<file path="config.mk">
export PLATFORM = sky130hd
export DESIGN_NAME = tdr_capture
export DESIGN_NICKNAME = d
export VERILOG_FILES = /design/src/rtl/tdr_pkg.sv /design/src/rtl/tdr_timebase.sv /design/src/rtl/tdr_extreme_track.sv /design/src/rtl/tdr_cross_detect.sv /design/src/rtl/tdr_capture.sv
export SDC_FILE = /design/constraint.sdc
export NUM_CORES = 1
export LEC_CHECK = 0
export BUFFER_PORTS_ARGS = -buffer_cell sky130_fd_sc_hd__buf_2
export CAP_MARGIN = 20
export CORE_MARGIN = 2
export CORE_UTILIZATION = 40
export CTS_CLUSTER_DIAMETER = 50
export DETAILED_ROUTE_END_ITERATION = 10
export PLACE_DENSITY = 0.65
export SYNTH_ARGS = -nofsm -noshare
export SYNTH_HDL_FRONTEND = slang
export SYNTH_SLANG_ARGS = --single-unit
</file>
<file path="constraint.sdc">
create_clock -name clk -period 7.8 [get_ports clk]
set_input_delay 1.17 -clock clk [delete_from_list [all_inputs] [get_ports clk]]
set_output_delay 1.17 -clock clk [all_outputs]
set_load 0.005 [all_outputs]
</file>
<file path="src/rtl/tdr_pkg.sv">
`timescale 1ns/1ps
package tdr_pkg;

  typedef enum logic {POL_MAX = 1'b0, POL_MIN = 1'b1} pol_e;

  // Signed comparison: is sample s a strictly better extreme than cur?
  function automatic logic is_better(input int s, input int cur, input pol_e pol);
    return (pol == POL_MIN) ? (s < cur) : (s > cur);
  endfunction

  // Threshold reached in the active polarity (inclusive).
  function automatic logic crosses(input int s, input int th, input pol_e pol);
    return (pol == POL_MIN) ? (s <= th) : (s >= th);
  endfunction

  // Inclusive time window test.
  function automatic logic in_window(input int unsigned t, input int unsigned lo,
                                     input int unsigned hi);
    return (t >= lo) && (t <= hi);
  endfunction

endpackage

</file>
<file path="src/rtl/tdr_timebase.sv">
`timescale 1ns/1ps
module tdr_timebase #(
  parameter int TIME_W = 8
) (
  input  logic              clk,
  input  logic              rst_n,
  input  logic              start,
  input  logic              smp_valid,
  input  logic [TIME_W-1:0] win_lo,
  input  logic [TIME_W-1:0] win_hi,
  output logic [TIME_W-1:0] t_cnt,
  output logic              busy,
  output logic              done,
  output logic              tick_acc,
  output logic              samp_in_win
);
  import tdr_pkg::*;

  logic last_step;

  assign tick_acc    = busy & smp_valid & ~start;
  assign samp_in_win = tick_acc & in_window(32'(t_cnt), 32'(win_lo), 32'(win_hi));
  assign last_step   = (t_cnt >= win_hi);

  always_ff @(posedge clk or negedge rst_n) begin
    if (!rst_n) begin
      t_cnt <= '0;
      busy  <= 1'b0;
      done  <= 1'b0;
    end else if (start) begin
      t_cnt <= '0;
      busy  <= 1'b1;
      done  <= 1'b0;
    end else if (tick_acc) begin
      t_cnt <= t_cnt + 1'b1;
      if (last_step) begin
        busy <= 1'b0;
        done <= 1'b1;
      end
    end
  end
endmodule

</file>
<file path="src/rtl/tdr_extreme_track.sv">
`timescale 1ns/1ps
module tdr_extreme_track #(
  parameter int SMP_W  = 10,
  parameter int TIME_W = 8
) (
  input  logic                    clk,
  input  logic                    rst_n,
  input  logic                    clear,
  input  logic                    hit,
  input  tdr_pkg::pol_e           pol,
  input  logic signed [SMP_W-1:0] smp,
  input  logic [TIME_W-1:0]       t_now,
  output logic signed [SMP_W-1:0] peak_val,
  output logic [TIME_W-1:0]       peak_time,
  output logic                    peak_seen
);
  import tdr_pkg::*;

  logic take;

  assign take = hit & (~peak_seen | is_better(int'(smp), int'(peak_val), pol));

  always_ff @(posedge clk or negedge rst_n) begin
    if (!rst_n) begin
      peak_val  <= '0;
      peak_time <= '0;
      peak_seen <= 1'b0;
    end else if (clear) begin
      peak_val  <= '0;
      peak_time <= '0;
      peak_seen <= 1'b0;
    end else if (take) begin
      peak_val  <= smp;
      peak_time <= t_now;
      peak_seen <= 1'b1;
    end
  end
endmodule

</file>
<file path="src/rtl/tdr_cross_detect.sv">
`timescale 1ns/1ps
module tdr_cross_detect #(
  parameter int SMP_W  = 10,
  parameter int TIME_W = 8
) (
  input  logic                    clk,
  input  logic                    rst_n,
  input  logic                    clear,
  input  logic                    hit,
  input  tdr_pkg::pol_e           pol,
  input  logic signed [SMP_W-1:0] thresh,
  input  logic signed [SMP_W-1:0] smp,
  input  logic [TIME_W-1:0]       t_now,
  output logic                    found,
  output logic [TIME_W-1:0]       found_time
);
  import tdr_pkg::*;

  logic first_cross;

  assign first_cross = hit & ~found & crosses(int'(smp), int'(thresh), pol);

  always_ff @(posedge clk or negedge rst_n) begin
    if (!rst_n) begin
      found      <= 1'b0;
      found_time <= '0;
    end else if (clear) begin
      found      <= 1'b0;
      found_time <= '0;
    end else if (first_cross) begin
      found      <= 1'b1;
      found_time <= t_now;
    end
  end
endmodule

</file>
<file path="src/rtl/tdr_capture.sv">
`timescale 1ns/1ps
module tdr_capture #(
  parameter int SMP_W  = 10,
  parameter int TIME_W = 8
) (
  input  logic                    clk,
  input  logic                    rst_n,
  input  logic                    start,
  input  logic                    smp_valid,
  input  logic signed [SMP_W-1:0] smp_data,
  input  logic [TIME_W-1:0]       cfg_win_lo,
  input  logic [TIME_W-1:0]       cfg_win_hi,
  input  logic                    cfg_find_min,
  input  logic signed [SMP_W-1:0] cfg_thresh,
  output logic                    busy,
  output logic                    done,
  output logic signed [SMP_W-1:0] peak_val,
  output logic [TIME_W-1:0]       peak_time,
  output logic                    thr_found,
  output logic [TIME_W-1:0]       thr_time
);
  import tdr_pkg::*;

  // Configuration held for the whole capture
  logic [TIME_W-1:0]       win_lo_q;
  logic [TIME_W-1:0]       win_hi_q;
  logic signed [SMP_W-1:0] thresh_q;
  pol_e                    cfg_min_q;

  // Internal events, named for the checker
  logic [TIME_W-1:0] t_cnt;
  logic              tick_acc;
  logic              samp_in_win;
  logic              peak_seen;

  always_ff @(posedge clk or negedge rst_n) begin
    if (!rst_n) begin
      win_lo_q  <= '0;
      win_hi_q  <= '0;
      thresh_q  <= '0;
      cfg_min_q <= POL_MAX;
    end else if (start) begin
      win_lo_q  <= cfg_win_lo;
      win_hi_q  <= cfg_win_hi;
      thresh_q  <= cfg_thresh;
      cfg_min_q <= cfg_find_min ? POL_MIN : POL_MAX;
    end
  end

  tdr_timebase #(.TIME_W(TIME_W)) u_tb (
    .clk         (clk),
    .rst_n       (rst_n),
    .start       (start),
    .smp_valid   (smp_valid),
    .win_lo      (win_lo_q),
    .win_hi      (win_hi_q),
    .t_cnt       (t_cnt),
    .busy        (busy),
    .done        (done),
    .tick_acc    (tick_acc),
    .samp_in_win (samp_in_win)
  );

  tdr_extreme_track #(.SMP_W(SMP_W), .TIME_W(TIME_W)) u_peak (
    .clk       (clk),
    .rst_n     (rst_n),
    .clear     (start),
    .hit       (samp_in_win),
    .pol       (cfg_min_q),
    .smp       (smp_data),
    .t_now     (t_cnt),
    .peak_val  (peak_val),
    .peak_time (peak_time),
    .peak_seen (peak_seen)
  );

  tdr_cross_detect #(.SMP_W(SMP_W), .TIME_W(TIME_W)) u_thr (
    .clk        (clk),
    .rst_n      (rst_n),
    .clear      (start),
    .hit        (samp_in_win),
    .pol        (cfg_min_q),
    .thresh     (thresh_q),
    .smp        (smp_data),
    .t_now      (t_cnt),
    .found      (thr_found),
    .found_time (thr_time)
  );
endmodule

</file>
# Word level (Yosys, flattened, before mapping)

Cells that the tools add are included.

Flip-flop bits (word level): 65
Bits of input ports: 41
Logic and storage cells: 57

Add/sub/neg operators: 1
Order comparisons: 7
Muxes and demuxes: 21
Bitwise logic cells: 10
Reduce and logical (&&, ||, !) cells: 6

Operator list:

| cell                  | count |
|---|---|
| $mux W8               | 6 |
| $mux W10              | 2 |
| $ge A8 B8 Y1          | 2 |
| $mux W1               | 13 |
| $ge A10 B10 Y1        | 1 |
| $gt A10 B10 Y1        | 1 |
| $le A10 B10 Y1        | 1 |
| $lt A10 B10 Y1        | 1 |
| $add A8 B1 Y8 const B | 1 |
| $le A8 B8 Y1          | 1 |
| $reduce_bool A2 Y1    | 4 |
| $and A1 B1 Y1         | 6 |
| $not A1 Y1            | 3 |
| $reduce_and A2 Y1     | 1 |
| $logic_and A1 B1 Y1   | 1 |
| $or A1 B1 Y1          | 1 |

# Logic depth before layout (Yosys ltp)

Depth after elaboration: 7
Gate-level depth with buffers: 11

# Modules after synthesis

Synthesis repeated with hierarchy kept, for this count alone.

Cell total of the unflattened synthesis: 370
Area, all modules: 4041.4 µm²

By module, submodules not included:

| module            | instances | cells an instance | area an instance (µm²) |
|---|---|---|---|
| tdr_extreme_track | 1         | 125               | 1257.5 |
| tdr_capture       | 1         | 57                | 1106.1 |
| tdr_timebase      | 1         | 108               | 909.6 |
| tdr_cross_detect  | 1         | 80                | 768.2 |

# Worst setup path after synthesis

OpenSTA, ideal clock, no wires.

Path kind: input to register
Start: input port smp_data[5]
End: register u_peak.peak_val[1]
Library setup time: 0.096 ns
Data arrival time: 3.027 ns
Required time: 7.704 ns
Path slack: 4.676 ns
Stages on the path: 8
Buffers on the path: 0
Path through: ha_1 -> nand4_1 -> o21bai_1 -> a31oi_1 -> o21ai_0 -> a211oi_1 -> nor2_1 -> o31ai_1

Cells in the longest elaborated chain, start to end: 5
Elaborated cells between the ends (all ways): 6
Classes of those cells: 2 x order compare; 1 x mux; 2 x bitwise; 1 x reduce/logical

Ends and longest elaborated chain:

| what                                                    | RTL line                | source |
|---|---|---|
| start, declared                                         | tdr_capture.sv:10       | `input logic signed [SMP_W-1:0] smp_data,` |
| $gt A10 B10 Y1 / $lt A10 B10 Y1 (equally long branches) | tdr_pkg.sv:8            | `return (pol == POL_MIN) ? (s < cur) : (s > cur);` |
| $mux W1 (*)                                             | tdr_pkg.sv:8            |  |
| $or A1 B1 Y1 (*)                                        | tdr_extreme_track.sv:21 | `assign take = hit & (~peak_seen \| is_better(int'(smp), int'(peak_val), pol));` |
| $and A1 B1 Y1 (*)                                       | tdr_extreme_track.sv:21 |  |
| $reduce_bool A2 Y1 (no line) (*)                        | --                      |  |
| end signal, assigned                                    | tdr_extreme_track.sv:33 | `peak_val <= smp;` |
| end, declared                                           | tdr_extreme_track.sv:13 | `output logic signed [SMP_W-1:0] peak_val,` |

Mark *: on every way between the ends. The rest lies on a longest branch, timed or not.
A chain may end at the register's enable or synchronous reset.

# Final worst setup path

Start: input port smp_data[5]
End: register u_peak.peak_val[9]

The elaborated chain is that of the path after synthesis.

==> flow_summary.toml <==
[floorplanning]
rows = 34
core_um2 = 8640
start_util_pct = 41.0
ioPinCount = 70
dieArea_um2 = 9610
die_h_um = 98.1
die_x_um = 98.1

[global_route]
grt_usage_pct = 17.5
grt_util_met1_pct = 22.9
grt_max_degree = 91
grt_pass1_vias = 2791
grt_pass1_wl_um = 13400
grt.busiest_layer = "met2"
grt_use_met2_pct = 28.6
grt_overflow = 0
met3_usage_pct = 5.51
antenna_found_initial = 0

[cts]
cts_buffer_depth = 2
cts_tree = "done"
hold_buffers = 0
worstSkewPairLatency_ns = 0.34
cts.sinks = 65
cts_resized = 0
numCtsBuffers = 9
post-cts-setup-buffer-count = 0
root_buffer = "clkbuf_8"
h-tree-depth = 3
cts.clk_slew.worst_paths_ns = 0.07

[drt]
wire_per_inst_um = 14.6
drc = 0
via_per_inst = 5.20
drt-total-wl_um = 7970
dr.pass1.iters = 4
ant_nets = 0
drt_iter0_markers = 156
vias = 2839

[synth]
yosysWarnings = 0
synth_nets = 445
seq_area_frac_synth_pct = 46.0
ys_async_sr_fraction_pct = 100
synth_top_area_share_pct = 46.0
yosysTopAreaCell = "dfrtp_1"
synth_common_cells = "65 x dfrtp_1, 41 x inv_1, 38 x o21ai_0"
synth.top_cells.by_area = "dfrtp_1 46%, ha_1 13%, o21ai_0 5.4%"
ys_ff_latch = 65
synthFlopType = "dfrtp_1"
syn_area_um2 = 3540
synth.distinct_cells = 39
synth_edf_count = 0
yosysMostFrequentCell = "dfrtp_1"
syn_inst = 367
syn_area_per_cell_um2 = 9.64

[worst_setup_path]
crit_type = "primary input to register"
crit_chain = "buf_2 > ha_1 > nand4_1 > o21bai_1 > a31oi_1 > o21ai_0 > a211oi_1 > nor2_1 > o31ai_1"
cpMaxStageDelayCell = "a211oi_1"
worstPathRequired_ns = 8.03
worstSetupStartpointType = "primary input"
max_stage_delay_ns = 0.90
cp_num_buf_inv = 1
crit_family = "compound AO/OA/AOI/OAI gates"
end_kind = "register"
arrival_ns = 3.85
crit_fanout = 10

[finish]
final_layout_size_suffix_gt1_share_pct = 21.5
diodes = 0
final_nets = 511
area_delta_synth_final_pct = 18.4
fillCellCount = 858

[timing]
worst_slew_margin_rel_pct = 29.7
max_freq_mhz = 277
fin_ws_ns = 4.19
worst_pin_slew_ns = 1.05
timing.final.crit_share_pct = 46.3
maxSlewViolCount = 0
fin_crit_ns = 3.61
totalNegativeSetupSlack_ns = 0
finalSetupViolCount = 0
hold_viol = 0
rsz0062_at_grt = "no"
fin_skew_ns = 0.00696

[placement]
port_buffers = 69
dp_hpwl_um = 5570
place_ws_ns = 3.88
globalplace.congestion = 0.815

[power_and_ir_drop]
leakagePower_nw = 2.18
peakVddDrop_v = 0.000110
power_density_nw_per_um2 = 181

[min_path]
holdCritPathClass = "register to register"

[job]
drv_cap = 0

[run_status]
status = "completed"
-- per-stage QoR --
step / hold slack (ns) / util, % / instance area, um^2 / total power, mW / cells
after floorplan: 0.485 / - / 3540 / 0.423 / 367
after global routing: 0.546 / 48.5 / 4190 / 0.799 / 546
after detailed placement: 0.501 / 45.9 / 3960 / 0.460 / 529
after CTS: 0.517 / 48.4 / 4180 / 0.769 / 545
after global placement: 0.497 / 45.9 / 3960 / 0.457 / 529
final: 0.510 / 48.5 / 4190 / 0.757 / 546
-- registers in the layout, indices dropped and copies added (netlist names) --
| register | count |
|---|---|
| cfg_min_q | 1 |
| thresh_q | 10 |
| u_tb.busy | 1 |
| u_thr.found_time | 8 |
| win_hi_q | 8 |
| u_peak.peak_val | 10 |
| u_thr.found | 1 |
| u_tb.t_cnt | 8 |
| u_tb.done | 1 |
| u_peak.peak_seen | 1 |
| win_lo_q | 8 |
| u_peak.peak_time | 8 |
-- cells by family (layout without fill, tap and decap cells) --
kind of cell / after synthesis / in the layout / synth area share [%]
AO/OA/AOI/OAI: 88 / 88 / 15.6
multiplexers: 13 / 13 / 3.82
AND/OR/NAND/NOR: 98 / 98 / 13.2
adder cells (fa/ha/maj): 37 / 37 / 13.1
buffers and inverters: 58 / 129 / 6.40
XOR/XNOR: 8 / 8 / 1.98
flip-flops: 65 / 65 / 46.0
-- metal layers --
metal / wire length (um) / part of all wire [%]
met5: 0 / 0
met2: 3760 / 47
met4: 63 / 0.79
met3: 389 / 4.9
met1: 3750 / 47
-- cell usage in the layout (no fill, tap or decap), drive strengths merged, types with 2 or more instances in the layout --
cell and instances:
a21o 6, o31ai 9, clkbuf 12, nand4 6, a211oi 3, nand3 23, nand2 31, inv 41
and4 3, o21ai 38, a21oi 19, nand2b 2, dfrtp 65, nor2b 3, clkinvlp 2, a31oi 2
nor2 21, mux2 4, xor2 7, and3 4, a211o 3, ha 37, mux2i 9, buf 72
-- worst paths after layout --
check / startpoint / slack, ns / end / cells after the start
setup reg to reg: u_tb.t_cnt[2] / 4.55 / u_thr.found_time[0] / 8
hold / removal: thresh_q[0] / 0.51 / thresh_q[0] / 1
hold reg to reg: thresh_q[0] / 0.51 / thresh_q[0] / 1
max in group asynchronous: rst_n / 6.25 / win_lo_q[4] / 2
min in group asynchronous: rst_n / 1.00 / thresh_q[4] / 2
setup / recovery: smp_data[5] / 4.19 / u_peak.peak_val[9] / 9
-- power breakdown --
part	leakage, nW	switching (mW)	total, mW	internal, mW
combinational	1.23	0.0546	0.0924	0.0378
sequential	0.850	0.00888	0.360	0.352
clock	0.105	0.131	0.304	0.173
total	2.18	0.194	0.757	0.563
-- layout make-up --
type / count / area, um^2 / share of cell area (%)
Sequential cell: 65 / 1630 / 38.8
Multi-Input combinational cell: 244 / 1690 / 40.2
Inverter: 41 / 154 / 3.67
Clock buffer: 12 / 165 / 3.94
Tap cell: 108 / 135 / 3.23
Clock inverter: 4 / 50.0 / 1.20
Timing Repair Buffer: 72 / 372 / 8.87
Note: power is estimated with default switching activity, not from simulation.
